`src/rtl/stuck_guard_pkg.sv`:
```
package stuck_guard_pkg;

    // Sequencer states of the guard
    typedef enum logic [1:0] {
        ST_WATCH = 2'd0,
        ST_FIRE  = 2'd1,
        ST_HOLD  = 2'd2
    } guard_state_e;

    // Number of monitored lines: index 0 is the clock line, index 1 the data line
    localparam int unsigned NUM_LINES = 2;

    // Clamp a requested trip count into the permitted window
    function automatic int unsigned clamp_trip(
        input int unsigned req,
        input int unsigned lo,
        input int unsigned hi
    );
        if (req < lo) begin
            return lo;
        end else if (req > hi) begin
            return hi;
        end
        return req;
    endfunction

endpackage

```
`src/rtl/line_low_timer.sv`:
```
module line_low_timer #(
    parameter int unsigned LIMIT = 30000,
    parameter int unsigned CNT_W = 16
) (
    input  logic clk,
    input  logic rst,
    input  logic tick,
    input  logic line_in,
    output logic expired
);

    localparam logic [CNT_W-1:0] LIMIT_V = CNT_W'(LIMIT);

    logic [CNT_W-1:0] low_cnt;

    assign expired = (low_cnt == LIMIT_V);

    // Counts ticks of continuous low; a high sample restarts it, saturates at LIMIT
    always_ff @(posedge clk) begin
        if (rst) begin
            low_cnt <= '0;
        end else if (line_in) begin
            low_cnt <= '0;
        end else if (tick && !expired) begin
            low_cnt <= low_cnt + 1'b1;
        end
    end

endmodule

```
`src/rtl/guard_sequencer.sv`:
```
module guard_sequencer
    import stuck_guard_pkg::*;
(
    input  logic clk,
    input  logic rst,
    input  logic trip,
    input  logic both_high,
    output logic fire,
    output logic release_drv
);

    guard_state_e state_q;
    guard_state_e state_d;

    // State register: reset parks the guard in the hold state
    always_ff @(posedge clk) begin
        if (rst) begin
            state_q <= ST_HOLD;
        end else begin
            state_q <= state_d;
        end
    end

    // Next-state logic
    always_comb begin
        state_d = state_q;
        unique case (state_q)
            ST_WATCH: if (trip)      state_d = ST_FIRE;
            ST_FIRE:                 state_d = ST_HOLD;
            ST_HOLD:  if (both_high) state_d = ST_WATCH;
            default:                 state_d = ST_HOLD;
        endcase
    end

    // Moore outputs
    always_comb begin
        fire        = 1'b0;
        release_drv = 1'b1;
        unique case (state_q)
            ST_WATCH: release_drv = 1'b0;
            ST_FIRE:  fire        = 1'b1;
            ST_HOLD:  release_drv = 1'b1;
            default:  release_drv = 1'b1;
        endcase
    end

endmodule

```
`src/rtl/pull_gate.sv`:
```
module pull_gate (
    input  logic pull_req,
    input  logic force_off,
    output logic pull_out
);

    assign pull_out = pull_req & ~force_off;

endmodule

```
`src/rtl/smbus_stuck_guard.sv`:
```
module smbus_stuck_guard
    import stuck_guard_pkg::*;
#(
    parameter int unsigned TRIP_TICKS = 30000,
    parameter int unsigned MIN_TICKS  = 25000,
    parameter int unsigned MAX_TICKS  = 35000
) (
    input  logic clk,
    input  logic rst,
    input  logic tick,
    input  logic scl_in,
    input  logic sda_in,
    input  logic scl_pull_req,
    input  logic sda_pull_req,
    output logic scl_pull,
    output logic sda_pull,
    output logic iface_reset,
    output logic bus_release
);

    localparam int unsigned EFF_TICKS = clamp_trip(TRIP_TICKS, MIN_TICKS, MAX_TICKS);
    localparam int unsigned CNT_W     = $clog2(MAX_TICKS + 1);

    logic [NUM_LINES-1:0] line_lvl;
    logic [NUM_LINES-1:0] line_req;
    logic [NUM_LINES-1:0] line_pull;
    logic [NUM_LINES-1:0] line_exp;
    logic                 any_trip;
    logic                 lines_high;

    assign line_lvl   = {sda_in, scl_in};
    assign line_req   = {sda_pull_req, scl_pull_req};
    assign any_trip   = |line_exp;
    assign lines_high = &line_lvl;

    // One low timer and one pull gate per line
    for (genvar g = 0; g < NUM_LINES; g++) begin : g_line
        line_low_timer #(
            .LIMIT (EFF_TICKS),
            .CNT_W (CNT_W)
        ) u_timer (
            .clk     (clk),
            .rst     (rst),
            .tick    (tick),
            .line_in (line_lvl[g]),
            .expired (line_exp[g])
        );

        pull_gate u_gate (
            .pull_req  (line_req[g]),
            .force_off (bus_release),
            .pull_out  (line_pull[g])
        );
    end

    guard_sequencer u_seq (
        .clk         (clk),
        .rst         (rst),
        .trip        (any_trip),
        .both_high   (lines_high),
        .fire        (iface_reset),
        .release_drv (bus_release)
    );

    assign scl_pull = line_pull[0];
    assign sda_pull = line_pull[1];

endmodule

```
`config.mk`:
```
export PLATFORM = sky130hd
export DESIGN_NAME = smbus_stuck_guard
export DESIGN_NICKNAME = d
export VERILOG_FILES = /design/src/rtl/stuck_guard_pkg.sv /design/src/rtl/line_low_timer.sv /design/src/rtl/guard_sequencer.sv /design/src/rtl/pull_gate.sv /design/src/rtl/smbus_stuck_guard.sv
export SDC_FILE = /design/constraint.sdc
export NUM_CORES = 1
export LEC_CHECK = 0
export BUFFER_PORTS_ARGS = -buffer_cell sky130_fd_sc_hd__buf_2
export CORE_MARGIN = 1
export CORE_UTILIZATION = 53
export DETAILED_ROUTE_END_ITERATION = 10
export PLACE_DENSITY_LB_ADDON = 0.05
export SETUP_SLACK_MARGIN = 0.2
export SLEW_MARGIN = 40
export SYNTH_ARGS = -nofsm -noshare
export SYNTH_HDL_FRONTEND = slang
export SYNTH_SLANG_ARGS = --single-unit
```
`constraint.sdc`:
```
create_clock -name clk -period 1.7 [get_ports clk]
set_input_delay 0.085 -clock clk [delete_from_list [all_inputs] [get_ports clk]]
set_output_delay 0.085 -clock clk [all_outputs]
set_load 0.01 [all_outputs]
```
==> flow_summary.ini <==
[outcome]
status = finished clean

[grt]
busiest_layer = met2
antenna_found_initial = 0
grt_max_degree = 18
use_met2 = 0.471
use_met3 = 0.0677
grtUsageTotal = 0.253
first_global_vias = 1555
grt_overflow = 0
grt_first_pass_wirelength_um = 6540
gr-usage-met1 = 0.259

[setup_path]
max_stage_delay_ps = 580
r2r_end = g_line[1].u_timer.low_cnt[11]
criticalPathCategory = register to register
path_max_fanout = 6
crit_buf_inv = 0
cp_data_arrival_time_ps = 1930
worstPathCellList = nand4_1, or4_4, or3_4, a21oi_2
ff2ff_path_depth = 4
crit_path_start_kind = register
worstReg2RegStart = g_line[1].u_timer.low_cnt[6]
cpLargestDelayFamily = simple AND/OR/NAND/NOR gates
r2r_setup_slack_ps = 40
crit_required_ps = 1970
end_kind = register
cp_slowest_cell = or4_4

[timing]
rsz0062_at_grt = yes
setup_violations = 0
timing_worst_slew_pin_value_ps = 474
fin_worst_skew_ps = 10.8
fin_crit_ps = 1660
finalHoldViolations = 0
finalCritPeriodShare = 0.975
slew_violations = 0
slew_headroom = 0.683
clock.fmax_mhz = 603

[cts]
clkLatencyLatePin_ps = 340
path_clk_slew_ps = 110
clock_path_buffers = 2
cts_sinks = 34
cts-root-buf = clkbuf_4
numCtsBuffers = 5
cts_tree = done
cts_htree_levels = 2

[finish]
area_growth_pct = 32.0
nNetsFinal = 255
n_antenna_cell = 0
layout-drive-gt1-share = 0.376
final_cell_area_um2 = 2280
final_util = 0.742

[min_path]
hold_depth = 3
hp-class = input pin to register
hp-start = scl_in
holdPathEnd = g_line[0].u_timer.low_cnt[9]

[run]
cap_violations = 0

[die]
chipHeight_um = 59.1
initial_core_util = 0.562
die_area_um2 = 3500
core_area_um2 = 3080
die_w_um = 59.1
io_pins = 11
num_rows = 20

[synthesis]
postSynthNetCount = 218
syn_inst = 207
synth.distinct_cells = 43
yosys_register_bits = 34
synth_seq_area_share = 0.393
syn_area_um2 = 1730
yosysWarnings = 0
synth_area_per_cell_um2 = 8.36

[drt]
vias = 1646
routed_wl_um = 4120
drt_pre_antenna_iters = 4
via_per_inst = 5.70
detail-route-antenna-nets = 0
drt_iter0_markers = 115
wl_per_cell_um = 14.3
drcViolationCount = 0

[power_and_ir_drop]
power.density_nw_per_um2 = 592
leakagePower_uw = 0.000847
peakVddDrop_uv = 536

[place]
place.gp.congestion = 0.859
placed_area_um2 = 1870
hpwl_um = 2650
port_buffers = 10
## cell usage after synthesis
cell type	number	area share
and2_1	3	0.011
or4b_4	1	0.0080
nand2_1	20	0.043
o31ai_1	2	0.0087
a211oi_2	1	0.0072
o41ai_2	1	0.0094
clkbuf_1	4	0.0087
or2_1	1	0.0036
or4_4	1	0.0065
xnor2_1	8	0.040
ha_1	4	0.029
and3_2	1	0.0043
nor3_1	4	0.012
nand3_1	12	0.035
mux2i_1	3	0.017
o21ai_0	6	0.017
a31oi_1	2	0.0072
or2_2	3	0.011
nand3_2	2	0.012
a31o_2	1	0.0051
nand4bb_1	1	0.0065
buf_2	2	0.0058
and3_1	2	0.0072
a41oi_1	1	0.0051
dfxtp_1	34	0.39
a211o_1	1	0.0051
nor2_1	27	0.059
and4b_1	1	0.0058
or3_2	1	0.0043
nor4_1	4	0.014
or3_1	7	0.025
a21oi_1	8	0.023
buf_1	1	0.0022
inv_1	8	0.017
nand4b_1	1	0.0051
nor4bb_1	1	0.0058
nand3b_1	1	0.0043
and4_1	1	0.0051
nand4_1	10	0.036
xor2_1	9	0.046
or4_1	3	0.013
nor2b_1	1	0.0036
a41o_1	2	0.012
## layout make-up
type	count	area, µm²
flip-flops and latches	34	729
well taps	44	55.1
multi-input cells	158	1140
clock inverters	1	5.00
fillers	237	795
repair buffers	37	263
clock buffers	7	55.1
inverters	8	35.0
## metal layers
metal,wire [µm],part of all wire
met5,0,0
met4,106,0.026
met3,160,0.039
met2,2230,0.54
met1,1620,0.39
## through the flow
stage | power, µW | std cells | hold slack, ps | setup WS (ps) | setup TNS [ps]
finish | 1350 | 289 | 42.7 | 43.0 | 0
detailed placement | 895 | 257 | 355 | 52.0 | 0
global placement | 892 | 257 | 358 | 73.0 | 0
floorplan | 869 | 207 | 158 | 99.8 | 0
CTS | 1360 | 277 | 37.2 | 51.7 | 0
global route | 1420 | 289 | 39.1 | -7.71 | -7.71
## flip-flops by register name, indices dropped and copies added, names as in the netlist
| register | cells |
|---|---|
| g_line.u_timer.low_cnt | 32 |
| u_seq.state_q | 2 |
## placed cells by master, fill, tap and decap left out, drive strengths merged
cell type | synthesis | routed
inv | 8 | 8
clkinv | 0 | 1
o21ai | 6 | 6
nor4 | 4 | 4
nand3 | 14 | 14
o31ai | 2 | 2
nor4bb | 1 | 1
xor2 | 9 | 9
ha | 4 | 4
and4b | 1 | 1
or4 | 4 | 4
nand2 | 20 | 20
a31o | 1 | 1
o41ai | 1 | 1
dlygate4sd3 | 0 | 1
nor2b | 1 | 1
and2 | 3 | 3
a211o | 1 | 1
nor3 | 4 | 4
mux2i | 3 | 3
nand4bb | 1 | 1
a31oi | 2 | 2
nor2 | 27 | 27
a41o | 2 | 2
a21oi | 8 | 8
buf | 3 | 36
or4b | 1 | 1
nand4b | 1 | 1
a211oi | 1 | 1
nand3b | 1 | 1
and3 | 3 | 3
or3 | 8 | 8
nand4 | 10 | 10
and4 | 1 | 1
a41oi | 1 | 1
or2 | 4 | 4
xnor2 | 8 | 8
clkbuf | 4 | 7
dfxtp | 34 | 34
## worst max path at each step
| stage | endpoint | start | cells after the start | slack, ps |
|---|---|---|---|---|
| 6_report | g_line[1].u_timer.low_cnt[11] | g_line[1].u_timer.low_cnt[6] | 4 | 40 |
| 5_1_grt | g_line[1].u_timer.low_cnt[11] | g_line[1].u_timer.low_cnt[6] | 4 | -8 |
| 4_1_cts | g_line[1].u_timer.low_cnt[2] | g_line[1].u_timer.low_cnt[11] | 4 | 50 |
| 3_5_place_dp | g_line[1].u_timer.low_cnt[2] | g_line[1].u_timer.low_cnt[11] | 4 | 50 |
| 3_3_place_gp | g_line[1].u_timer.low_cnt[2] | g_line[1].u_timer.low_cnt[11] | 4 | 70 |
| 2_1_floorplan | g_line[1].u_timer.low_cnt[2] | g_line[1].u_timer.low_cnt[11] | 4 | 100 |
## kinds of logic after synthesis
logic type | synth area share
compound gates | 0.0998
xor+xnor | 0.0860
fa+ha+maj | 0.0289
buf+inv | 0.0340
flops | 0.393
mux | 0.0174
simple gates | 0.341
## worst reg2reg max path, cell delays in order, from the launching register on
cell and delay, ps:
dfxtp_4 390, nand4_1 140, or4_4 590, or3_4 350, a21oi_2 130
## what timing repair did
item / in CTS / in global routing
setup endpoints to repair: 11 / 16
hold buffers: 1 / 0
pin swaps: 6 / 15
setup buffers: 11 / 12
resized for setup: 14 / 29
endpoints found under the hold margin: 1 / 0
## power breakdown
part / total [µW] / switching (µW) / internal, µW
registers: 791 / 5.70 / 785
clock network: 476 / 276 / 200
logic: 85.1 / 50.6 / 34.5
Power figures use the tool's default switching activity.
